### config.mk
export PLATFORM = sky130hd
export DESIGN_NAME = nvsram_pwr_guard
export DESIGN_NICKNAME = d
export VERILOG_FILES = /design/src/rtl/nvg_pkg.sv /design/src/rtl/nvg_tick_timer.sv /design/src/rtl/nvg_phase_seq.sv /design/src/rtl/nvg_supply_sel.sv /design/src/rtl/nvsram_pwr_guard.sv
export SDC_FILE = /design/constraint.sdc
export NUM_CORES = 1
export LEC_CHECK = 0
export BUFFER_PORTS_ARGS = -buffer_cell sky130_fd_sc_hd__buf_2
export CAP_MARGIN = 20
export CORE_MARGIN = 5
export CORE_UTILIZATION = 43
export DETAILED_ROUTE_END_ITERATION = 10
export PLACE_DENSITY = 0.71
export SLEW_MARGIN = 20
export SYNTH_ARGS = -nofsm -noshare
export SYNTH_HDL_FRONTEND = slang
export SYNTH_SLANG_ARGS = --single-unit
export TNS_END_PERCENT = 5
### constraint.sdc
create_clock -name clk -period 1.4 [get_ports clk]
set_input_delay 0.14 -clock clk [delete_from_list [all_inputs] [get_ports clk]]
set_output_delay 0.14 -clock clk [all_outputs]
set_load 0.02 [all_outputs]
### src/rtl/nvg_pkg.sv
package nvg_pkg;

    typedef enum logic [1:0] {
        PH_GUARD   = 2'd0,
        PH_RECOVER = 2'd1,
        PH_HOLDRST = 2'd2,
        PH_ACTIVE  = 2'd3
    } phase_e;

    typedef struct packed {
        phase_e phase;
        logic   protect;
        logic   rst_pull;
    } seq_regs_t;

    typedef struct packed {
        logic armed;
        logic batt_sel;
        logic chg_en;
    } sup_regs_t;

endpackage

### src/rtl/nvg_tick_timer.sv
module nvg_tick_timer #(
    parameter int W     = 8,
    parameter int LIMIT = 100
) (
    input  logic         clk,
    input  logic         rst_n,
    input  logic         clr_i,
    input  logic         inc_i,
    output logic [W-1:0] cnt_o
);
    localparam logic [W-1:0] SAT = W'(LIMIT);

    logic [W-1:0] cnt_d, cnt_q;

    always_comb begin
        cnt_d = cnt_q;
        if (clr_i) begin
            cnt_d = '0;
        end else if (inc_i && (cnt_q < SAT)) begin
            cnt_d = cnt_q + W'(1);
        end
    end

    always_ff @(posedge clk or negedge rst_n) begin
        if (!rst_n) begin
            cnt_q <= '0;
        end else begin
            cnt_q <= cnt_d;
        end
    end

    assign cnt_o = cnt_q;
endmodule

### src/rtl/nvg_phase_seq.sv
module nvg_phase_seq
    import nvg_pkg::*;
#(
    parameter int W        = 8,
    parameter int REC_LIM  = 10,
    parameter int RST_LIM  = 20
) (
    input  logic         clk,
    input  logic         rst_n,
    input  logic         trip_i,
    input  logic         batt_low_i,
    input  logic         tick_i,
    input  logic [W-1:0] cnt_i,
    output logic         clr_o,
    output logic         inc_o,
    output logic         protect_o,
    output logic         rst_pull_o
);
    localparam logic [W-1:0] REC_CMP = W'(REC_LIM);
    localparam logic [W-1:0] RST_CMP = W'(RST_LIM);

    seq_regs_t cur_q, nxt_d;

    always_comb begin
        nxt_d = cur_q;
        clr_o = 1'b0;
        inc_o = 1'b0;
        if (trip_i) begin
            nxt_d.phase = PH_GUARD;
            clr_o       = 1'b1;
        end else begin
            case (cur_q.phase)
                PH_GUARD: begin
                    nxt_d.phase = PH_RECOVER;
                    clr_o       = 1'b1;
                end
                PH_RECOVER: begin
                    inc_o = tick_i;
                    if (cnt_i >= REC_CMP) begin
                        nxt_d.phase = PH_HOLDRST;
                    end
                end
                PH_HOLDRST: begin
                    inc_o = tick_i;
                    if (cnt_i >= RST_CMP) begin
                        nxt_d.phase = PH_ACTIVE;
                    end
                end
                default: begin
                    nxt_d.phase = PH_ACTIVE;
                end
            endcase
        end
        nxt_d.protect  = (nxt_d.phase == PH_GUARD) || (nxt_d.phase == PH_RECOVER);
        nxt_d.rst_pull = (nxt_d.phase != PH_ACTIVE) && !batt_low_i;
    end

    always_ff @(posedge clk or negedge rst_n) begin
        if (!rst_n) begin
            cur_q <= '{phase: PH_GUARD, protect: 1'b1, rst_pull: 1'b0};
        end else begin
            cur_q <= nxt_d;
        end
    end

    assign protect_o  = cur_q.protect;
    assign rst_pull_o = cur_q.rst_pull;
endmodule

### src/rtl/nvg_supply_sel.sv
module nvg_supply_sel
    import nvg_pkg::*;
(
    input  logic clk,
    input  logic rst_n,
    input  logic trip_i,
    input  logic below_switch_i,
    output logic armed_o,
    output logic batt_sel_o,
    output logic chg_en_o
);
    sup_regs_t sup_q, sup_d;

    always_comb begin
        sup_d          = sup_q;
        sup_d.armed    = sup_q.armed || !trip_i;
        sup_d.batt_sel = sup_q.armed && below_switch_i;
        sup_d.chg_en   = !trip_i;
    end

    always_ff @(posedge clk or negedge rst_n) begin
        if (!rst_n) begin
            sup_q <= '0;
        end else begin
            sup_q <= sup_d;
        end
    end

    assign armed_o    = sup_q.armed;
    assign batt_sel_o = sup_q.batt_sel;
    assign chg_en_o   = sup_q.chg_en;
endmodule

### src/rtl/nvsram_pwr_guard.sv
module nvsram_pwr_guard #(
    parameter int REC_TICKS = 12,
    parameter int RST_TICKS = 30
) (
    input  logic clk,
    input  logic rst_n,
    input  logic tol_wide_i,
    input  logic cmp_trip_tight_i,
    input  logic cmp_trip_wide_i,
    input  logic cmp_below_switch_i,
    input  logic cmp_below_batt_i,
    input  logic tick_i,
    input  logic host_ce_n_i,
    input  logic host_we_n_i,
    input  logic host_oe_n_i,
    output logic sram_ce_n_o,
    output logic sram_we_n_o,
    output logic sram_oe_n_o,
    output logic dq_drive_en_o,
    output logic batt_sel_o,
    output logic batt_armed_o,
    output logic chg_en_o,
    output logic rst_pull_o,
    output logic rst_lvl_o
);
    localparam int RST_EFF = (RST_TICKS > REC_TICKS) ? RST_TICKS : REC_TICKS + 1;
    localparam int CNT_W   = $clog2(RST_EFF + 2);

    logic             trip;
    logic             seq_protect;
    logic             tmr_clr;
    logic             tmr_inc;
    logic [CNT_W-1:0] tmr_cnt;

    assign trip = tol_wide_i ? cmp_trip_wide_i : cmp_trip_tight_i;

    nvg_tick_timer #(.W(CNT_W), .LIMIT(RST_EFF)) timer_i (
        .clk   (clk),
        .rst_n (rst_n),
        .clr_i (tmr_clr),
        .inc_i (tmr_inc),
        .cnt_o (tmr_cnt)
    );

    nvg_phase_seq #(.W(CNT_W), .REC_LIM(REC_TICKS), .RST_LIM(RST_EFF)) seq_i (
        .clk        (clk),
        .rst_n      (rst_n),
        .trip_i     (trip),
        .batt_low_i (cmp_below_batt_i),
        .tick_i     (tick_i),
        .cnt_i      (tmr_cnt),
        .clr_o      (tmr_clr),
        .inc_o      (tmr_inc),
        .protect_o  (seq_protect),
        .rst_pull_o (rst_pull_o)
    );

    nvg_supply_sel supply_i (
        .clk            (clk),
        .rst_n          (rst_n),
        .trip_i         (trip),
        .below_switch_i (cmp_below_switch_i),
        .armed_o        (batt_armed_o),
        .batt_sel_o     (batt_sel_o),
        .chg_en_o       (chg_en_o)
    );

    assign sram_ce_n_o   = host_ce_n_i | seq_protect;
    assign sram_we_n_o   = host_we_n_i | seq_protect;
    assign sram_oe_n_o   = host_oe_n_i | seq_protect;
    assign dq_drive_en_o = !seq_protect && !host_ce_n_i && !host_oe_n_i && host_we_n_i;
    assign rst_lvl_o     = 1'b0;
endmodule

==> impl_results.md, run 1 <==
- Setup ws final: -35.3 ps
- Max H-tree Level: 1
- Core area: 1490 sq um
- Post-synthesis cell area: 663 sq um
- ANT cells: 0
- Arr. time, crit path: 1640 ps
- DRT iter0 DRCs: 11
- Number of global-route vias before repair: 578
- Reg2reg path depth: 5
- Maximum fanout along the worst path: 4
- Most numerous cell in the Yosys netlist: dfrtp_1
- #FFs+latches synth: 12
- Root buffer cell: clkbuf_4
- Final min period: 1440 ps
- Leading post-synthesis cells by cell area: dfrtp_1 (42%), ha_1 (11%), a21oi_1 (4.5%)
- Reg clk slew, reported paths: 80 ps
- Gate count of the mapped netlist: 67
- Worst R2R Start: seq_i.cur_q[2]
- Largest net degree at the start of global routing: 13
- Min-delay worst type: input pin to flop
- Critical Path Start: seq_i.cur_q[2]
- Post-synth EDFFs: 0
- Failing checks: setup timing
- TritonCTS clock tree: yes
- Hold_ws: 34.9 ps
- Register area share after synthesis: 45.5%
- DP HPWL: 1100 um
- Grt total ovfl: 0
- Global-route wire length before repair: 2520 um
- Status: complete, but fails checks
- Crit-path cells: inv_2 -> ha_4 -> nand2_4 -> or4_4 -> a21oi_2
- Max-slew violations: 0
- Finished Cell Area: 971 sq um
- # rows: 14
- Synth top area share: 41.5%
- Die Area: 2430 sq um
- Total Power: 0.774 mW
- DR vias: 633
- Reg-to-reg setup timing slack: -40 ps
- Clk sinks: 12
- Vias/cell: 5.41
- Critical path class: flop to flop
- Net count after synthesis: 84
- Placer's final routability congestion estimate: 0.827
- Worst vdd ir: 0.712 mV
- Post-synth top cells: dfrtp_1 (11), inv_1 (8), a21oi_1 (6), ha_1 (6), o21ai_0 (4)
- DRT Wirelength: 1630 um
- Post-synth top area cell: dfrtp_1
- Final hold vios: 0
- Critical Path RT: 1610 ps
- Ports: 20
- Initial Utilization: 44.5%
- Yosys cell types: 26
- Share of layout cells above drive strength 1: 50.5%
- CTS Buf Count: 3
- Max-cap viol count: 0
- Final antenna-violating net count: 0
- CP startpoint kind: flop
- Yosys warning count: 0
- GRT Util Overall: 13.3%
- Worst setup path end: timer_i.cnt_o[3]
- Nets: 119
- RSZ-0062 raised after global routing: true
- Port bufs: 18
- Avg WL per Cell: 13.9 um
- Worst r2r dst: timer_i.cnt_o[3]
- Post-synth top flop: dfrtp_1
- Max stage delay on crit path: 420 ps
- # DRC: 0
- Area post-placement: 846 sq um
- Skew final: 3.76 ps
- Detailed Routing Iterations Pass 1: 4
- Later-pin clock latency in the skew report: 270 ps
- Max Buffers Root-to-Sink: 2
- Final setup violation count: 1
- Period utilization: 103%
- Die width: 49.3 um
- P&R area growth vs syn: 46.4%
- Setup crit end kind: flop
- Cell area power density: 797 nW/um^2
- Critical Path Slowest Stage Cell: dfrtp_1
- Die Ht: 49.3 um
- Static Leak: 0.420 nW
- Asr flop ratio synth: 100%
- Fmax: 697 MHz
- Initial antenna violation count: 0
- Synth Area per Inst: 9.90 sq um
==> report_power, final <==
group	switching, mW	leakage, nW	internal [mW]
clock network	0.120	0.0210	0.158
registers	0.00721	0.150	0.357
logic	0.0682	0.249	0.0638
==> layer usage <==
layer	vias up	share of wire [%]	global-route usage (%)
li1	303	-	-
met1	293	41	15.3
met2	31	49	22.3
met3	6	8.3	6.12
met4	0	1.4	2.69
met5	-	0	0
==> cells by family after synthesis <==
kind of cell | synth area share (%)
buffers and inverters | 5.66
AO/OA/AOI/OAI | 14.5
other | 0.565
AND/OR/NAND/NOR | 20.8
adder cells (fa/ha/maj) | 11.3
flip-flops | 45.5
multiplexers | 1.70
==> worst min path at each step <==
stage / from / end / slack [ps] / depth (start not counted)
2_1_floorplan: rst_n / seq_i.cur_q[2] / -160 / 0
6_report: cmp_below_batt_i / seq_i.rst_pull_o / 30 / 2
3_3_place_gp: rst_n / seq_i.rst_pull_o / 30 / 1
4_1_cts: cmp_below_batt_i / seq_i.rst_pull_o / 30 / 2
3_5_place_dp: rst_n / supply_i.chg_en_o / 40 / 1
5_1_grt: cmp_below_batt_i / seq_i.rst_pull_o / 30 / 2
==> area by class of cell <==
cell class                 instances  area (sq um)
fill                             113           518
inverter                           8          30.0
clock buffer                       4          36.3
multi-input combinational         46           390
timing repair buffer              31           193
tap                               16          20.0
sequential                        12           302
==> repair_timing <==
| item | 4_1_cts | 5_1_grt |
|---|---|---|
| buffers inserted | 2 | 2 |
| hold buffers | 1 | 0 |
| hold endpoints to repair | 12 | 0 |
| cloned | 0 | 0 |
| setup endpoints to repair | 2 | 8 |
| gates resized for setup | 4 | 8 |
| pin swaps | 1 | 2 |
==> registers in the layout (all words and copies together), names as in the netlist <==
| name | count |
|---|---|
| seq_i.protect_o | 1 |
| supply_i.batt_sel_o | 1 |
| seq_i.cur_q | 2 |
| supply_i.armed_o | 1 |
| timer_i.cnt_o | 5 |
| seq_i.rst_pull_o | 1 |
| supply_i.chg_en_o | 1 |
==> worst max-delay path, delay by kind of cell, from the launching register on <==
kind / cells / cell delay, ps
AOI/OAI and AO/OA: 1 / 130
adders and majority gates: 1 / 280
buffers and inverters: 1 / 80
DFF: 1 / 420
and+or+nand+nor: 2 / 450
==> placed cells by master (no fill, tap or decap), types with 2 or more instances in the layout <==
cell and instances:
and2_1 2, nand2b_1 2, buf_2 17, inv_1 7
dfrtp_1 11, nand3_1 3, o21ai_0 3, a21oi_1 5
clkbuf_4 3, or2_2 2, nand4_1 2, or3_1 2
ha_1 4, buf_4 13
==> through the flow <==
| stage | util (%) | setup slack (ps) | std cells | TNS [ps] |
|---|---|---|---|---|
| floorplan | - | 10.6 | 67 | 0 |
| detailed placement | 56.8 | -1.03 | 108 | -1.03 |
| global placement | 56.8 | 34.9 | 108 | 0 |
| CTS | 61.9 | 1.61 | 115 | 0 |
| global route | 65.2 | -73.7 | 117 | -332 |
| finish | 65.2 | -35.3 | 117 | -35.3 |
Power figures use the tool's default switching activity.
==> inputs of run 2 (changes only) <==
CORE_MARGIN = default   (was 5)
==> impl_results.md, run 2 (synthesized netlist as in run 1, its figures left out) <==
- Status: complete, but fails checks
- Failing checks: setup timing
- Switching power: 0.206 mW (+5.5%)
- Largest net degree at the start of global routing: 13 (unchanged)
- Period utilization: 102% (-0.79 points)
- Sequential power share: 47.0% (about the same)
- # rows: 13 (-1)
- Most frequent cells in the layout: buf_2 (17), buf_4 (10), dfrtp_1 (10)
- Levels on crit path: 5 (unchanged)
- DR vias: 644 (+1.7%)
- Multi-input logic area: 387 sq um (-0.96%)
- Setup ws final: -24.3 ps (+11.0 ps)
- Initial Utilization: 48.5% (+4.0 points)
- Die Area: 1700 sq um (-30%)
- Largest delay contributor family on the critical path: simple AND/OR/NAND/NOR gates
- Number of global-route vias before repair: 563 (-2.6%)
- RSZ-0062 raised after global routing: true
- Worst slack, placed: -35.3 ps (-34.2 ps)
- Total Power: 0.780 mW (+0.74%)
- Max stage delay on crit path: 420 ps (about the same)
- Crit-path cells: inv_2 -> ha_4 -> nand2_4 -> or4_1 -> a21oi_1
- Max-slew violations: 0 (unchanged)
- GRT Util Overall: 25.3% (+12 points)
- Critical path class: flop to flop
- Critical Path RT: 1610 ps (about the same)
- Clk sinks: 12 (unchanged)
- Later-pin clock latency in the skew report: 280 ps (about the same)
- Port bufs: 18 (unchanged)
- Sw Ratio: 26.4% (+1.2 points)
- Max H-tree Level: 1 (unchanged)
- Critical Path Start: seq_i.cur_q[2]
- Final antenna-violating net count: 0 (unchanged)
- Fmax: 702 MHz (+0.77%)
- Core area: 1370 sq um (-8.2%)
- Int Power: 0.574 mW (-0.87%)
- Most common cell after layout, fill and taps aside: buf_2
- Die Ht: 41.3 um (-16%)
- Vias/cell: 5.70 (+5.3%)
- # DRC: 0 (unchanged)
- Routed wl met2: 891 um (+11%)
- Critical Path Slowest Stage Cell: dfrtp_2
- Hold_ws: 36.2 ps (+1.33 ps)
- CTS Buf Count: 3 (unchanged)
- Skew final: 2.20 ps (-1.57 ps)
- Maximum fanout along the worst path: 4 (unchanged)
- Worst r2r dst: timer_i.cnt_o[3]
- Combinational fraction of design power: 16.3% (-0.8 points)
- Metal3 WL: 156 um (+16%)
- Finished Cell Area: 945 sq um (-2.7%)
- Reg2reg path depth: 5 (unchanged)
- Placer's final routability congestion estimate: 0.879 (+6.2%)
- Ports: 20 (unchanged)
- DP HPWL: 1080 um (-1.8%)
- Final Util: 69.1% (+3.9 points)
- Arr. time, crit path: 1640 ps (about the same)
- Worst setup path end: timer_i.cnt_o[3]
- DR top layer: met4
- Grt total ovfl: 0 (unchanged)
- Final hold vios: 0 (unchanged)
- Avg WL per Cell: 15.4 um (+10%)
- Reg-to-reg setup timing slack: -20 ps (about the same)
- Clk pwr share: 36.8% (+0.9 points)
- DRT iter0 DRCs: 28 (+17)
- Setup crit end kind: flop
- Worst vdd ir: 0.593 mV (-17%)
- Fill cells: 108 (-4.4%)
- Max Buffers Root-to-Sink: 2 (unchanged)
- ANT cells: 0 (unchanged)
- Crit path buffers/inverters: 1 (unchanged)
- DRT Wirelength: 1740 um (+6.4%)
- TritonCTS clock tree: yes
- M1 WL: 663 um (-1.3%)
- Worst R2R Start: seq_i.cur_q[2]
- Register area: 303 sq um (+0.41%)
- Root buffer cell: clkbuf_4
- Share of layout cells above drive strength 1: 50.0% (-0.50 points)
- CP startpoint kind: flop
- Global-route wire length before repair: 2610 um (+3.6%)
- Reg clk slew, reported paths: 80 ps (about the same)
- Cell area power density: 826 nW/um^2 (+3.5%)
- Area post-placement: 837 sq um (-1.0%)
- Max-cap viol count: 0 (unchanged)
- Max FFs per register: 5 (unchanged)
- Nets: 116 (-2.5%)
- Initial antenna violation count: 0 (unchanged)
- P&R area growth vs syn: 42.5%
- Die width: 41.3 um (-16%)
- Detailed Routing Iterations Pass 1: 4 (unchanged)
- Final min period: 1420 ps (-11.0 ps)
- Final setup violation count: 1 (unchanged)
- Static Leak: 0.402 nW (-4.3%)
- Min-delay worst type: input pin to flop
run 2: timing repair:
item / in CTS / in global routing
setup endpoints to repair: 2 / 7
hold buffers: 1 / 0
setup buffers: 2 / 0
pin swaps: 1 / 4
endpoints found under the hold margin: 12 / 0
gates resized for setup: 5 / 7
run 2: worst min-delay path by stage:
stage	startpoint	endpoint	slack, ps	cells past startpoint
5_1_grt	cmp_below_batt_i	seq_i.rst_pull_o	40	2
3_3_place_gp	rst_n	seq_i.cur_q[2]	40	1
4_1_cts	cmp_below_batt_i	seq_i.rst_pull_o	30	2
3_5_place_dp	rst_n	seq_i.cur_q[2]	30	1
6_report	cmp_below_batt_i	seq_i.rst_pull_o	40	2
2_1_floorplan	rst_n	seq_i.cur_q[2]	-160	0
run 2: metal layers:
| metal | up-vias | global-route usage [%] |
|---|---|---|
| li1 | 300 | - |
| met1 | 300 | 31.3 |
| met2 | 39 | 39.5 |
| met3 | 5 | 6.52 |
| met4 | 0 | 14.5 |
| met5 | - | 0 |
run 2: layout make-up:
cell class | count | share of cell area (%)
Sequential cell | 12 | 32.1
Inverter | 8 | 3.18
Multi-Input combinational cell | 46 | 40.9
Clock buffer | 4 | 3.84
Timing Repair Buffer | 28 | 18.0
Tap cell | 15 | 1.99
run 2: stage by stage:
stage / std cells / TNS, ps
after floorplan: 67 / 0
after global routing: 113 / -243
after CTS: 113 / -5.57
after detailed placement: 106 / -35.3
final: 113 / -24.3
after global placement: 106 / 0
run 2: worst reg2reg max path, delay by kind of cell (launching register included):
family | cells | cell delay, ps
simple gates | 2 | 450
buf+inv | 1 | 70
fa+ha+maj | 1 | 280
compound gates | 1 | 130
flops | 1 | 420
run 2: power groups by stage:
stage | Clock (mW) | Combinational [mW] | Sequential, mW
floorplan | 0 | 0.0553 | 0.380
global placement | 0 | 0.112 | 0.371
detailed placement | 0 | 0.117 | 0.371
CTS | 0.291 | 0.121 | 0.364
global route | 0.309 | 0.139 | 0.368
finish | 0.287 | 0.127 | 0.366
==> inputs of run 3 (changes only) <==
ABC_AREA = 1   (was default)
CORE_UTILIZATION = 49   (was 43)
PLACE_DENSITY = 0.76   (was 0.71)
clock period = 1.6 ns   (was 1.4 ns; I/O delays follow)
==> impl_results.md, run 3 <==
- Final min period: 1470 ps
- Critical Path RT: 1440 ps (-170 ps)
- Placer's final routability congestion estimate: 0.768 (-13%)
- # DRC: 0 (unchanged)
- Min-delay worst type: input pin to flop
- Asr flop ratio synth: 100% (unchanged)
- Max H-tree Level: 1 (unchanged)
- Nets: 122 (+5.2%)
- Max Buffers Root-to-Sink: 2 (unchanged)
- Max-cap viol count: 0 (unchanged)
- Setup crit end kind: primary output
- Reg clk slew, reported paths: 80 ps (about the same)
- DRT iter0 DRCs: 11 (-61%)
- Vias/cell: 4.73 (-17%)
- Max FFs per register: 5 (unchanged)
- Synth top area share: 38.5% (-3.0 points)
- Detailed Routing Iterations Pass 1: 4 (unchanged)
- Leading post-synthesis cells by cell area: dfrtp_1 (39%), ha_1 (11%), nand2_1 (10%)
- PostCTS Resize Cnt: 0 (-5)
- #FFs+latches synth: 12 (unchanged)
- Max-slew violations: 0 (unchanged)
- Status: finished, final reports clean
- Number of global-route vias before repair: 517 (-8.2%)
- Hold buffers post-CTS: 1 (unchanged)
- Share of layout cells above drive strength 1: 33.7% (-16 points)
- Synth Area per Inst: 8.71 sq um (-12%)
- Yosys cell types: 25 (-3.8%)
- Root buffer cell: clkbuf_4
- Grt total ovfl: 0 (unchanged)
- ANT cells: 0 (unchanged)
- GRT Util Overall: 19.0% (-6.3 points)
- Critical path class: flop to primary output
- Period utilization: 92.1%
- Most numerous cell in the Yosys netlist: nand2_1
- Initial Utilization: 53.6% (+5.0 points)
- Port bufs: 18 (unchanged)
- Maximum fanout along the worst path: 3 (-1)
- Most frequent cells in the layout: nand2_1 (19), buf_2 (18), inv_1 (13)
- Ports: 20 (unchanged)
- Fmax: 679 MHz
- Placed cell count: 114 (+7.5%)
- Gate count of the mapped netlist: 82 (+22%)
- Area post-placement: 816 sq um (-2.5%)
- Clk sinks: 12 (unchanged)
- Die Area: 1610 sq um (-5.2%)
- Final setup violation count: 0 (-1)
- Largest net degree at the start of global routing: 13 (unchanged)
- Post-synth top area cell: dfrtp_1
- DR vias: 563 (-13%)
- Post-Layout Cell Count: 119 (+5.3%)
- Core area: 1330 sq um (-2.4%)
- P&R area growth vs syn: 20.7%
- Skew final: 2.02 ps (-0.172 ps)
- Most common cell after layout, fill and taps aside: nand2_1
- Net count after synthesis: 99 (+18%)
- Initial antenna violation count: 0 (unchanged)
- DP HPWL: 948 um (-12%)
- Post-synth top cells: nand2_1 (19), inv_1 (13), dfrtp_1 (11), ha_1 (6), nand3_1 (6)
- TritonCTS clock tree: yes
- DRT Wirelength: 1220 um (-30%)
- # rows: 13 (unchanged)
- Setup TNS: 0 ps (+24.3 ps)
- RSZ-0062 raised after global routing: false
- CP startpoint kind: flop
- Die Ht: 40.2 um (-2.6%)
- Later-pin clock latency in the skew report: 280 ps (about the same)
- Arr. time, crit path: 1310 ps (-330 ps)
- Worst vdd ir: 0.429 mV (-28%)
- Final hold vios: 0 (unchanged)
- Cell area power density: 793 nW/um^2 (-4.0%)
- Post-synth EDFFs: 0 (unchanged)
- Hold_ws: 60.0 ps (+23.8 ps)
- Avg WL per Cell: 10.3 um (-33%)
- Post-synthesis cell area: 714 sq um (+7.7%)
- Yosys warning count: 0 (unchanged)
- Final antenna-violating net count: 0 (unchanged)
- Final Util: 64.6% (-4.5 points)
- Post-synth top flop: dfrtp_1
- Post-CTS setup repair buffer count: 0 (-2)
- Static Leak: 0.473 nW (+18%)
- Finished Cell Area: 862 sq um (-8.7%)
- Register area share after synthesis: 42.2% (-3.3 points)
- Global-route wire length before repair: 1970 um (-25%)
- Die width: 40.2 um (-2.6%)
- CTS Buf Count: 3 (unchanged)
run 3: cell count changes after synthesis, sizes merged, moves of 2 or more:
cell,change
a21oi,-4
and2,-2
inv,+5
nand2,+20
nand2b,-2
nand3,+3
nand4,-2
nor2,+4
nor3,-2
o31ai,-2
or2,+2
or3,-2
run 3: critical path, stage by stage (launching register included):
cell and delay, ps:
dfstp_2 380, or2_2 290, nor3b_1 170, buf_2 190
run 3: power breakdown:
| part | total (mW) | internal, mW | switching (mW) |
|---|---|---|---|
| sequential | 0.321 | 0.314 | 0.00730 |
| clock | 0.255 | 0.139 | 0.116 |
| combinational | 0.108 | 0.0433 | 0.0646 |
| total | 0.683 | 0.496 | 0.188 |
run 3: cells by family (layout without fill, tap and decap cells):
| group | count (synthesis) | in the layout | share of synthesized area, % |
|---|---|---|---|
| compound gates | 9 | 9 | 9.63 |
| flops | 12 | 12 | 42.2 |
| simple gates | 37 | 37 | 25.6 |
| xor+xnor | 2 | 2 | 2.45 |
| buf+inv | 15 | 37 | 9.11 |
| other cells | 1 | 1 | 0.525 |
| fa+ha+maj | 6 | 6 | 10.5 |
run 3: final timing paths:
kind / slack (ps) / endpoint / start / depth (start not counted)
min in group asynchronous: 290 / supply_i.chg_en_o / rst_n / 2
hold reg to reg: 490 / supply_i.batt_sel_o / supply_i.armed_o / 2
max in group asynchronous: 1040 / seq_i.protect_o / rst_n / 2
setup / recovery: 130 / dq_drive_en_o / seq_i.protect_o / 3
hold / removal: 60 / supply_i.batt_sel_o / cmp_below_switch_i / 3
setup reg to reg: 230 / timer_i.cnt_o[4] / seq_i.cur_q[2] / 8
run 3: final cells by class:
cell class	instances	area, sq um
fillers	118	472
multi-input cells	55	348
flip-flops and latches	12	302
repair buffers	19	100
inverters	14	57.6
clock buffers	4	36.3
well taps	15	18.8
run 3: per-stage QoR:
step                      worst slack (ps)  total power, mW
after floorplan                        191            0.402
after global placement                 254            0.431
after detailed placement               223            0.434
after CTS                              112            0.692
after global routing                  28.9            0.718
final                                  127            0.683
run 3: routing by layer:
layer / wire [um] / part of all wire (%) / global-route usage (%) / vias up
met1: 549 / 45 / 20.0 / 247
met4: 24 / 2.0 / 10.0 / 0
met5: 0 / 0 / 0 / -
li1: - / - / - / 297
met3: 71 / 5.8 / 5.00 / 2
met2: 573 / 47 / 34.3 / 17
